`config.mk`:
```
export PLATFORM = sky130hd
export DESIGN_NAME = dual_supply_selector
export DESIGN_NICKNAME = d
export VERILOG_FILES = /design/src/rtl/supsel_pkg.sv /design/src/rtl/supsel_datapath.sv /design/src/rtl/supsel_control.sv /design/src/rtl/dual_supply_selector.sv
export SDC_FILE = /design/constraint.sdc
export NUM_CORES = 1
export LEC_CHECK = 0
export ABC_AREA = 1
export BUFFER_PORTS_ARGS = -buffer_cell sky130_fd_sc_hd__buf_2
export CAP_MARGIN = 20
export CELL_PAD_IN_SITES_DETAIL_PLACEMENT = 1
export CELL_PAD_IN_SITES_GLOBAL_PLACEMENT = 1
export CORE_MARGIN = 8
export CORE_UTILIZATION = 25
export DETAILED_ROUTE_END_ITERATION = 16
export PLACE_DENSITY_LB_ADDON = 0.08
export RECOVER_POWER = 25
export SYNTH_ARGS = -nofsm -noshare
export SYNTH_HDL_FRONTEND = slang
export SYNTH_SLANG_ARGS = --single-unit
```
`constraint.sdc`:
```
create_clock -name clk -period 2.6 [get_ports clk]
set_clock_uncertainty 0.05 [all_clocks]
set_input_delay 0.13 -clock clk [delete_from_list [all_inputs] [get_ports clk]]
set_output_delay 0.13 -clock clk [all_outputs]
set_load 0.005 [all_outputs]
```
`src/rtl/supsel_pkg.sv`:
```
package supsel_pkg;

  typedef enum logic [2:0] {
    ST_OPEN  = 3'd0,
    ST_SOFT1 = 3'd1,
    ST_CONN1 = 3'd2,
    ST_XFER2 = 3'd3,
    ST_SOFT2 = 3'd4,
    ST_CONN2 = 3'd5,
    ST_XFER1 = 3'd6
  } selState_t;

  typedef enum logic [1:0] {
    DK_HV     = 2'd0,
    DK_UV     = 2'd1,
    DK_CLOSE1 = 2'd2,
    DK_CLOSE2 = 2'd3
  } dlyKind_t;

  typedef enum logic [1:0] {
    SM_OFF  = 2'd0,
    SM_RUN  = 2'd1,
    SM_HOLD = 2'd2
  } stepMode_t;

  // strobes from control to datapath
  typedef struct packed {
    logic      dlyRun;
    dlyKind_t  dlyKind;
    stepMode_t stepMode;
    logic      close1;
    logic      close2;
  } selCtl_t;

  localparam int unsigned FL_S1_UV = 0;
  localparam int unsigned FL_S1_HV = 1;
  localparam int unsigned FL_S2_UV = 2;
  localparam int unsigned FL_S2_HV = 3;
  localparam int unsigned FL_NEAR1 = 4;
  localparam int unsigned FL_NEAR2 = 5;
  localparam int unsigned N_FLAGS  = 6;

endpackage

```
`src/rtl/supsel_datapath.sv`:
```
module supsel_datapath
  import supsel_pkg::*;
#(
  parameter int unsigned SYNC_STAGES   = 2,
  parameter int unsigned HV_OPEN_TICKS = 20,
  parameter int unsigned UV_OPEN_TICKS = 200,
  parameter int unsigned CLOSE_TICKS   = 2000,
  parameter int unsigned STEP_TICKS    = 250,
  parameter int unsigned NUM_STEPS     = 4,
  localparam int unsigned STEP_W       = $clog2(NUM_STEPS + 1)
) (
  input  logic               clk,
  input  logic               rstN,
  input  logic               tick,
  input  logic [N_FLAGS-1:0] rawFlags,
  input  selCtl_t            ctl,
  output logic [N_FLAGS-1:0] syncFlags,
  output logic               dlyDone,
  output logic               stepDone,
  output logic [STEP_W-1:0]  stepCode,
  output logic               sw1En,
  output logic               sw2En
);

  localparam int unsigned MAX_A   = (HV_OPEN_TICKS > UV_OPEN_TICKS) ? HV_OPEN_TICKS : UV_OPEN_TICKS;
  localparam int unsigned DLY_MAX = (MAX_A > CLOSE_TICKS) ? MAX_A : CLOSE_TICKS;
  localparam int unsigned DLY_W   = $clog2(DLY_MAX + 1);
  localparam int unsigned TCNT_W  = $clog2(STEP_TICKS + 1);

  localparam logic [DLY_W-1:0]  HV_LIM    = DLY_W'(HV_OPEN_TICKS);
  localparam logic [DLY_W-1:0]  UV_LIM    = DLY_W'(UV_OPEN_TICKS);
  localparam logic [DLY_W-1:0]  CLOSE_LIM = DLY_W'(CLOSE_TICKS);
  localparam logic [TCNT_W-1:0] TCNT_TOP  = TCNT_W'(STEP_TICKS - 1);
  localparam logic [STEP_W-1:0] CODE_TOP  = STEP_W'(NUM_STEPS);

  // ---------------- flag synchronisers ----------------
  for (genvar g = 0; g < N_FLAGS; g++) begin : g_sync
    if (SYNC_STAGES <= 1) begin : g_single
      logic stage;
      always_ff @(posedge clk or negedge rstN) begin
        if (!rstN) stage <= 1'b0;
        else       stage <= rawFlags[g];
      end
      assign syncFlags[g] = stage;
    end else begin : g_chain
      logic [SYNC_STAGES-1:0] chain;
      always_ff @(posedge clk or negedge rstN) begin
        if (!rstN) chain <= '0;
        else       chain <= {chain[SYNC_STAGES-2:0], rawFlags[g]};
      end
      assign syncFlags[g] = chain[SYNC_STAGES-1];
    end
  end

  // ---------------- lockout / recovery delay ----------------
  logic [DLY_W-1:0] dlyCnt;
  logic [DLY_W-1:0] dlyLim;
  dlyKind_t         lastKind;

  always_comb begin
    case (ctl.dlyKind)
      DK_HV:   dlyLim = HV_LIM;
      DK_UV:   dlyLim = UV_LIM;
      default: dlyLim = CLOSE_LIM;
    endcase
  end

  always_ff @(posedge clk or negedge rstN) begin
    if (!rstN) begin
      dlyCnt   <= '0;
      lastKind <= DK_UV;
    end else begin
      lastKind <= ctl.dlyKind;
      if (!ctl.dlyRun || (ctl.dlyKind != lastKind)) dlyCnt <= '0;
      else if (tick && (dlyCnt != dlyLim))          dlyCnt <= dlyCnt + DLY_W'(1);
    end
  end

  assign dlyDone = ctl.dlyRun && (ctl.dlyKind == lastKind) && (dlyCnt == dlyLim);

  // ---------------- soft-start step timer ----------------
  logic [TCNT_W-1:0] tCnt;
  logic              nearActive;

  assign nearActive = ctl.close1 ? syncFlags[FL_NEAR1] : syncFlags[FL_NEAR2];

  always_ff @(posedge clk or negedge rstN) begin
    if (!rstN) begin
      stepCode <= '0;
      tCnt     <= '0;
    end else begin
      case (ctl.stepMode)
        SM_OFF: begin
          stepCode <= '0;
          tCnt     <= '0;
        end
        SM_RUN: begin
          if (stepCode == '0) begin
            stepCode <= STEP_W'(1);
            tCnt     <= '0;
          end else if (tick && nearActive && (stepCode != CODE_TOP)) begin
            if (tCnt == TCNT_TOP) begin
              tCnt     <= '0;
              stepCode <= stepCode + STEP_W'(1);
            end else begin
              tCnt <= tCnt + TCNT_W'(1);
            end
          end
        end
        default: ;
      endcase
    end
  end

  assign stepDone = (stepCode == CODE_TOP);

  // ---------------- switch enable registers ----------------
  always_ff @(posedge clk or negedge rstN) begin
    if (!rstN) begin
      sw1En <= 1'b0;
      sw2En <= 1'b0;
    end else begin
      sw1En <= ctl.close1;
      sw2En <= ctl.close2;
    end
  end

endmodule

```
`src/rtl/supsel_control.sv`:
```
module supsel_control
  import supsel_pkg::*;
(
  input  logic               clk,
  input  logic               rstN,
  input  logic [N_FLAGS-1:0] syncFlags,
  input  logic               dlyDone,
  input  logic               stepDone,
  output selCtl_t            ctl,
  output selState_t          curState
);

  selState_t nxtState;
  logic s1Uv, s1Hv, s2Uv, s2Hv, near1, near2, s1Valid, s2Valid;

  assign s1Uv    = syncFlags[FL_S1_UV];
  assign s1Hv    = syncFlags[FL_S1_HV];
  assign s2Uv    = syncFlags[FL_S2_UV];
  assign s2Hv    = syncFlags[FL_S2_HV];
  assign near1   = syncFlags[FL_NEAR1];
  assign near2   = syncFlags[FL_NEAR2];
  assign s1Valid = s1Uv && !s1Hv;
  assign s2Valid = s2Uv && !s2Hv;

  always_ff @(posedge clk or negedge rstN) begin
    if (!rstN) curState <= ST_OPEN;
    else       curState <= nxtState;
  end

  always_comb begin
    nxtState     = curState;
    ctl          = '0;
    ctl.dlyKind  = DK_UV;
    ctl.stepMode = SM_OFF;
    case (curState)
      ST_OPEN: begin
        // supply one is tested first: it always wins
        if (s1Valid) begin
          ctl.dlyRun  = 1'b1;
          ctl.dlyKind = DK_CLOSE1;
          if (dlyDone) nxtState = ST_SOFT1;
        end else if (s1Hv && s2Valid) begin
          ctl.dlyRun  = 1'b1;
          ctl.dlyKind = DK_CLOSE2;
          if (dlyDone) nxtState = ST_SOFT2;
        end
      end
      ST_SOFT1, ST_CONN1: begin
        ctl.close1   = 1'b1;
        ctl.stepMode = (curState == ST_SOFT1) ? SM_RUN : SM_HOLD;
        if (s1Hv) begin
          ctl.dlyRun  = 1'b1;
          ctl.dlyKind = DK_HV;
          if (dlyDone) nxtState = s2Valid ? ST_XFER2 : ST_OPEN;
        end else if (!s1Uv) begin
          ctl.dlyRun  = 1'b1;
          ctl.dlyKind = DK_UV;
          if (dlyDone) nxtState = ST_OPEN;
        end else if ((curState == ST_SOFT1) && stepDone) begin
          nxtState = ST_CONN1;
        end
      end
      ST_SOFT2, ST_CONN2: begin
        ctl.close2   = 1'b1;
        ctl.stepMode = (curState == ST_SOFT2) ? SM_RUN : SM_HOLD;
        if (!s1Hv) begin
          nxtState = s1Valid ? ST_XFER1 : ST_OPEN;
        end else if (s2Hv) begin
          ctl.dlyRun  = 1'b1;
          ctl.dlyKind = DK_HV;
          if (dlyDone) nxtState = ST_OPEN;
        end else if (!s2Uv) begin
          ctl.dlyRun  = 1'b1;
          ctl.dlyKind = DK_UV;
          if (dlyDone) nxtState = ST_OPEN;
        end else if ((curState == ST_SOFT2) && stepDone) begin
          nxtState = ST_CONN2;
        end
      end
      ST_XFER2: begin
        if (!(s1Hv && s2Valid)) nxtState = ST_OPEN;
        else if (near2)         nxtState = ST_SOFT2;
      end
      ST_XFER1: begin
        if (!s1Valid)   nxtState = ST_OPEN;
        else if (near1) nxtState = ST_SOFT1;
      end
      default: nxtState = ST_OPEN;
    endcase
  end

endmodule

```
`src/rtl/dual_supply_selector.sv`:
```
module dual_supply_selector
  import supsel_pkg::*;
#(
  parameter int unsigned SYNC_STAGES   = 2,
  parameter int unsigned HV_OPEN_TICKS = 20,
  parameter int unsigned UV_OPEN_TICKS = 200,
  parameter int unsigned CLOSE_TICKS   = 2000,
  parameter int unsigned STEP_TICKS    = 250,
  parameter int unsigned NUM_STEPS     = 4,
  localparam int unsigned STEP_W       = $clog2(NUM_STEPS + 1)
) (
  input  logic              clk,
  input  logic              rstN,
  input  logic              tick,
  input  logic              sup1AboveUv,
  input  logic              sup1AboveHv,
  input  logic              sup2AboveUv,
  input  logic              sup2AboveHv,
  input  logic              outNearSup1,
  input  logic              outNearSup2,
  output logic              sw1En,
  output logic              sw2En,
  output logic [STEP_W-1:0] stepCode,
  output logic [2:0]        selState
);

  logic [N_FLAGS-1:0] rawFlags;
  logic [N_FLAGS-1:0] syncFlags;
  selCtl_t            ctl;
  selState_t          curState;
  logic               dlyDone;
  logic               stepDone;
  logic               s1HvQ;

  assign rawFlags = {outNearSup2, outNearSup1, sup2AboveHv, sup2AboveUv, sup1AboveHv, sup1AboveUv};
  assign s1HvQ    = syncFlags[FL_S1_HV];
  assign selState = curState;

  supsel_datapath #(
    .SYNC_STAGES  (SYNC_STAGES),
    .HV_OPEN_TICKS(HV_OPEN_TICKS),
    .UV_OPEN_TICKS(UV_OPEN_TICKS),
    .CLOSE_TICKS  (CLOSE_TICKS),
    .STEP_TICKS   (STEP_TICKS),
    .NUM_STEPS    (NUM_STEPS)
  ) u_dp (
    .clk      (clk),
    .rstN     (rstN),
    .tick     (tick),
    .rawFlags (rawFlags),
    .ctl      (ctl),
    .syncFlags(syncFlags),
    .dlyDone  (dlyDone),
    .stepDone (stepDone),
    .stepCode (stepCode),
    .sw1En    (sw1En),
    .sw2En    (sw2En)
  );

  supsel_control u_ctl (
    .clk      (clk),
    .rstN     (rstN),
    .syncFlags(syncFlags),
    .dlyDone  (dlyDone),
    .stepDone (stepDone),
    .ctl      (ctl),
    .curState (curState)
  );

endmodule

```
Word-level counts from Yosys, hierarchy flattened --
Cells that the tools add are included.
Cells by class: $add $sub $neg 3, eq/ne operators 25, mux-type cells 45, reductions and logical operators 25
Operator list (count):
- 2-to-1 mux 3 bit | 28
- 2-to-1 mux 8 bit | 3
- 2-to-1 mux 11 bit | 2
- one-hot mux 11 bit (2 select lines) | 1
- != test 3 bit, second input constant | 6
- one-hot mux 8 bit (2 select lines) | 1
- one-hot mux 3 bit (5 select lines) | 1
- == test 3 bit, second input constant | 4
- adder 11 x 1 -> 11 bit, second input constant | 1
- == test 11 bit | 1
- != test 11 bit | 1
- logical AND 1 bit | 10
- != test 3 x 1 -> 1 bit, second input constant | 3
- one-hot mux 3 bit (3 select lines) | 1
- adder 8 x 1 -> 8 bit, second input constant | 1
- == test 8 bit, second input constant | 1
- AND reduction 8 bit | 1
- == test 3 x 2 -> 1 bit, second input constant | 2
- zero test 3 bit | 2
- 2-to-1 mux 2 bit | 3
- one-hot mux 3 bit (2 select lines) | 1
- != test 5 x 4 -> 1 bit, second input constant | 1
- == test 2 x 1 -> 1 bit, second input constant | 2
- zero test 2 bit | 2
- other kinds (13) | 19
Storage, ports and cells: flip-flop bits (word level) 41, bits of input ports 9

Logic depth before layout (Yosys ltp) --
word-level depth 15, depth in mapped cells 16, depth with buffers taken out 16

Cells and area by module --
Synthesis repeated with hierarchy kept, for this count alone.
Second synthesis, totals: cell total of the unflattened synthesis 356, area total of the unflattened synthesis 2587.5 µm²
By module, submodules not included:
- supsel_datapath | times used 1, cells each 259, area an instance 2029.4 µm², sequential area each 952.2 µm²
- supsel_control | times used 1, cells each 97, area an instance 558.0 µm², sequential area each 75.1 µm²

Worst setup path before layout --
Ideal clock, no wire load.
kind register to register, start register u_ctl.curState[1], end register u_ctl.curState[2], library setup time 116 ps, arrival time 1660 ps, required time 2434 ps, path slack 774 ps, stages on the path, launching flop included 16, path buffers 1, cells stage by stage dfrtp_1 > buf_6 > nor2_1 > nand2_2 > nand2_4 > nand2_1 > o211ai_1 > nand2_1 > nor2_4 > nand3_4 > nand2_1 > nand3_1 > nand2_1 > nand3_1 > nand2_1 > nand2_1
Between the ends: cells in the longest elaborated chain, start to end 12, elaborated cells on any way between the ends 35, classes of those cells eq/ne (17); mux (9); reduce/logical (9)
Ends and longest elaborated chain:
- from (decl) | RTL line supsel_control.sv:10 | output selState_t curState
- from (signal assigned) | RTL line supsel_control.sv:27 | else curState <= nxtState;
- == test 3 bit (tied with other cells) | RTL line supsel_control.sv:35 | case (curState)
- OR reduction 2 bit | RTL line supsel_control.sv:35
- one-hot mux 3 bit (3 select lines) | RTL line supsel_control.sv:35
- == test 2 x 1 -> 1 bit or zero test 2 bit (tied branches) | RTL line supsel_datapath.sv:61 | case (ctl.dlyKind)
- one-hot mux 11 bit (2 select lines) | RTL line supsel_datapath.sv:61
- == test 11 bit | RTL line supsel_datapath.sv:79 | assign dlyDone = ctl.dlyRun && (ctl.dlyKind == lastKind) && (dlyCnt == dlyLim);
- logical AND 1 bit | RTL line supsel_datapath.sv:79
- 2-to-1 mux 3 bit (4 in series)
- one-hot mux 3 bit (5 select lines) | RTL line supsel_control.sv:35
Several ways; a longest one is shown, not always the timed one. A chain may end at the register's enable or synchronous reset.

==> impl_metrics.ini <==
[pwr]
power_frac_seq_pct = 33.8
p_clk_share_pct = 21.8
p_per_area_nw_per_um2 = 887
switching_power_w = 0.00106
sw_frac_of_total_pct = 44.1
p_int_w = 0.00135
pwr-share-comb_pct = 44.4
power.leakage_nw = 1.24
ir_worst_vdd_uv = 288

[placement]
gp_congestion = 0.736
io_buffer_count = 16
dpl_cell_area_um2 = 2530
post-dp-hpwl_um = 4580

[timing]
min_period_over_period_pct = 84.9
worst_pin_slew_ps = 857
fmax_ghz = 0.453
setup_viol = 0
grt_setup_unrepaired = no
finalHoldViolCount = 0
period_needed_ps = 2210
relSlewSlack_pct = 42.9
tns_ps = 0
final-max-slew-violation-count = 0

[final_layout]
syn_to_final_growth_pct = 16.7
nets = 333
final_cell_area_um2 = 2720
n_antenna_cell = 0
drive_gt1_share_pct = 18.2
fillCellCount = 1110

[yosys]
synth_commonest_cells = nand2_1, inv_1, dfrtp_1, nor2_1, nand3_1
synth.top_cell.area_share_pct = 42.9
synth.distinct_cells = 39
async_flop_share_pct = 100
yosysWarnings = 0
synth_cells = 289
synthFlopType = dfrtp_1
synthesis.nets = 304
yosysSeqAreaShare_pct = 44.1
synth.most_common_cell = nand2_1
synth_seq_cells = 41
synthTopCellsByArea = dfrtp_1, nand2_1, inv_1
yosysTopAreaCell = dfrtp_1
synth_area_per_cell_um2 = 8.07
synth_area_um2 = 2330
synth_edf_count = 0

[critical_path]
rr_startpoint = u_ctl.curState[1]$_DFFE_PN0P_
cp-end-kind = register
timing.rr.end = u_ctl.curState[0]$_DFFE_PN0P_
crit_chain = inv_4, nand2_2, nand3_1, nand2_2, nand2_2, nand2_1, nand2_1, nor2_4, nand3_4, nand2_1, nand2_1, nand2_1, nand3_1, nand2_1, nand2_1
ff2ff_path_depth = 15
r2r_setup_slack_ps = 390
crit_type = register to register
cp_slowest_cell = dfrtp_1
crit_buf_inv = 1
start_kind = register
critPathMostFrequentCell = nand2_1
cp_top_family = simple AND/OR/NAND/NOR gates
cp.arrival_ps = 2350
worstPathMaxFanout = 9
critPathRequiredTime_ps = 2740
crit_path_max_incr_delay_ps = 610

[global_route]
grt_max_degree = 42
first_global_vias = 1990
grt-ovfl-total = 0
antenna_found_initial = 0
grt_pass1_wl_um = 10300
grt_use_total_pct = 10.0

[clocking]
clkLatencyLatePin_ps = 290
root_buffer = clkbuf_8
path_clk_slew_ps = 90
cts_buffers = 5
cts_max_path_buffers = 2
cts_sinks = 41
cts_tree = yes
htreeDepth = 2

[route]
drtAntennaViolNets = 0
vias_per_cell = 4.42
drtIter0Drc = 69
routed_wl_um = 5940
via_count = 1900
firstDrtPassIters = 4
drc = 0
wire_per_inst_um = 13.8

[min_path]
whs_path_depth = 3
min-delay-path-class = input port to register
worstHoldStart = tick
hold_end = u_dp.dlyCnt[2]$_DFFE_PN0P_

[run_status]
status = finished clean

[floorplanning]
coreArea_um2 = 9150
fp.dieH_um = 113
initial_utilization_pct = 25.5
io-pin-count = 17
rows = 35
dieArea_um2 = 12700
die_w_um = 113

[run]
maxCapViolations = 0
==> cell families after synthesis <==
group | share of synthesized area, %
xor+xnor | 1.50
flops | 44.1
fa+ha+maj | 3.22
simple gates | 32.7
compound gates | 10.0
buf+inv | 8.48
==> metal layers <==
| layer | up-vias | track usage (%) | part of all wire, % |
|---|---|---|---|
| met5 | - | 0 | 0 |
| met4 | 0 | 2.70 | 0.64 |
| met1 | 894 | 13.6 | 51 |
| met2 | 17 | 15.6 | 45 |
| met3 | 2 | 2.25 | 2.6 |
| li1 | 987 | - | - |
==> how the worst max path moves through the flow <==
stage,from,endpoint,slack (ps),depth (start not counted)
floorplan,u_ctl.curState[1]$_DFFE_PN0P_,u_ctl.curState[2]$_DFFE_PN0P_,770,15
global placement,u_ctl.curState[1]$_DFFE_PN0P_,u_dp.dlyCnt[8]$_DFFE_PN0P_,340,15
detailed placement,u_ctl.curState[1]$_DFFE_PN0P_,u_dp.stepCode[2]$_DFFE_PN0P_,370,11
CTS,u_ctl.curState[1]$_DFFE_PN0P_,u_dp.stepCode[2]$_DFFE_PN0P_,340,11
global route,u_ctl.curState[1]$_DFFE_PN0P_,u_dp.stepCode[2]$_DFFE_PN0P_,130,11
finish,u_ctl.curState[1]$_DFFE_PN0P_,u_ctl.curState[0]$_DFFE_PN0P_,390,15
==> layout by cell type (no fill, tap or decap), drive strengths merged <==
| cell | n |
|---|---|
| nor3 | 9 |
| o31ai | 2 |
| dlygate4sd3 | 7 |
| or2 | 1 |
| ha | 6 |
| nor3b | 1 |
| xor2 | 4 |
| o211ai | 1 |
| inv | 47 |
| a211oi | 1 |
| a21oi | 13 |
| nor4 | 4 |
| a31oi | 1 |
| o21a | 1 |
| nor2 | 35 |
| o22ai | 1 |
| dfrtp | 40 |
| nand3 | 25 |
| clkbuf | 7 |
| nand2 | 71 |
| bufinv | 1 |
| nand4 | 2 |
| clkinv | 1 |
| dfstp | 1 |
| a2bb2oi | 1 |
| a21boi | 1 |
| clkinvlp | 1 |
| buf | 15 |
| o21ai | 19 |
==> cell type report <==
| class | instances | area, um2 | area share (%) |
|---|---|---|---|
| repair buffers | 24 | 154 | 5.66 |
| flip-flops and latches | 41 | 1030 | 37.8 |
| inverters | 47 | 179 | 6.58 |
| multi-input cells | 199 | 1110 | 40.7 |
| clock buffers | 5 | 68.8 | 2.53 |
| clock inverters | 3 | 46.3 | 1.70 |
| well taps | 111 | 139 | 5.11 |
==> through the flow <==
stage	setup slack, ps	hold WS (ps)	instances	util, %	total power, W
global placement	342	188	414	27.7	0.00193
detailed placement	366	190	414	27.7	0.00192
floorplan	774	-216	289	-	0.00163
finish	393	105	430	29.7	0.00241
global route	126	99.6	430	29.7	0.00263
CTS	342	91.4	429	29.7	0.00248
==> sequential cells by signal, indices dropped and copies added (netlist names) <==
name                       cells
u_dp.lastKind                  2
u_dp.g_sync.g_chain.chain     12
u_dp.stepCode                  3
u_dp.sw2En                     1
u_dp.tCnt                      8
u_dp.dlyCnt                   11
u_ctl.curState                 3
u_dp.sw1En                     1
==> power groups by stage <==
stage	logic [W]	registers, W	clock network, W
4_1_cts	0.00110	0.000816	0.000562
6_report	0.00107	0.000815	0.000526
3_3_place_gp	0.00110	0.000827	0
3_5_place_dp	0.00109	0.000828	0
2_1_floorplan	0.000846	0.000780	0
5_1_grt	0.00121	0.000831	0.000583
==> worst reg2reg max path, delay by kind of cell (launching register included) <==
| kind | cells | cell delay, ps |
|---|---|---|
| simple gates | 14 | 1390 |
| flops | 1 | 610 |
| buf+inv | 1 | 70 |
==> repair_timing <==
item / 4_1_cts / 5_1_grt
buffers inserted: 0 / 0
hold buffers: 7 / 0
resized for setup: 0 / 0
endpoints found under the setup margin: 0 / 0
hold endpoints to repair: 46 / 0
No activity file was read; power rests on OpenSTA's default activity.
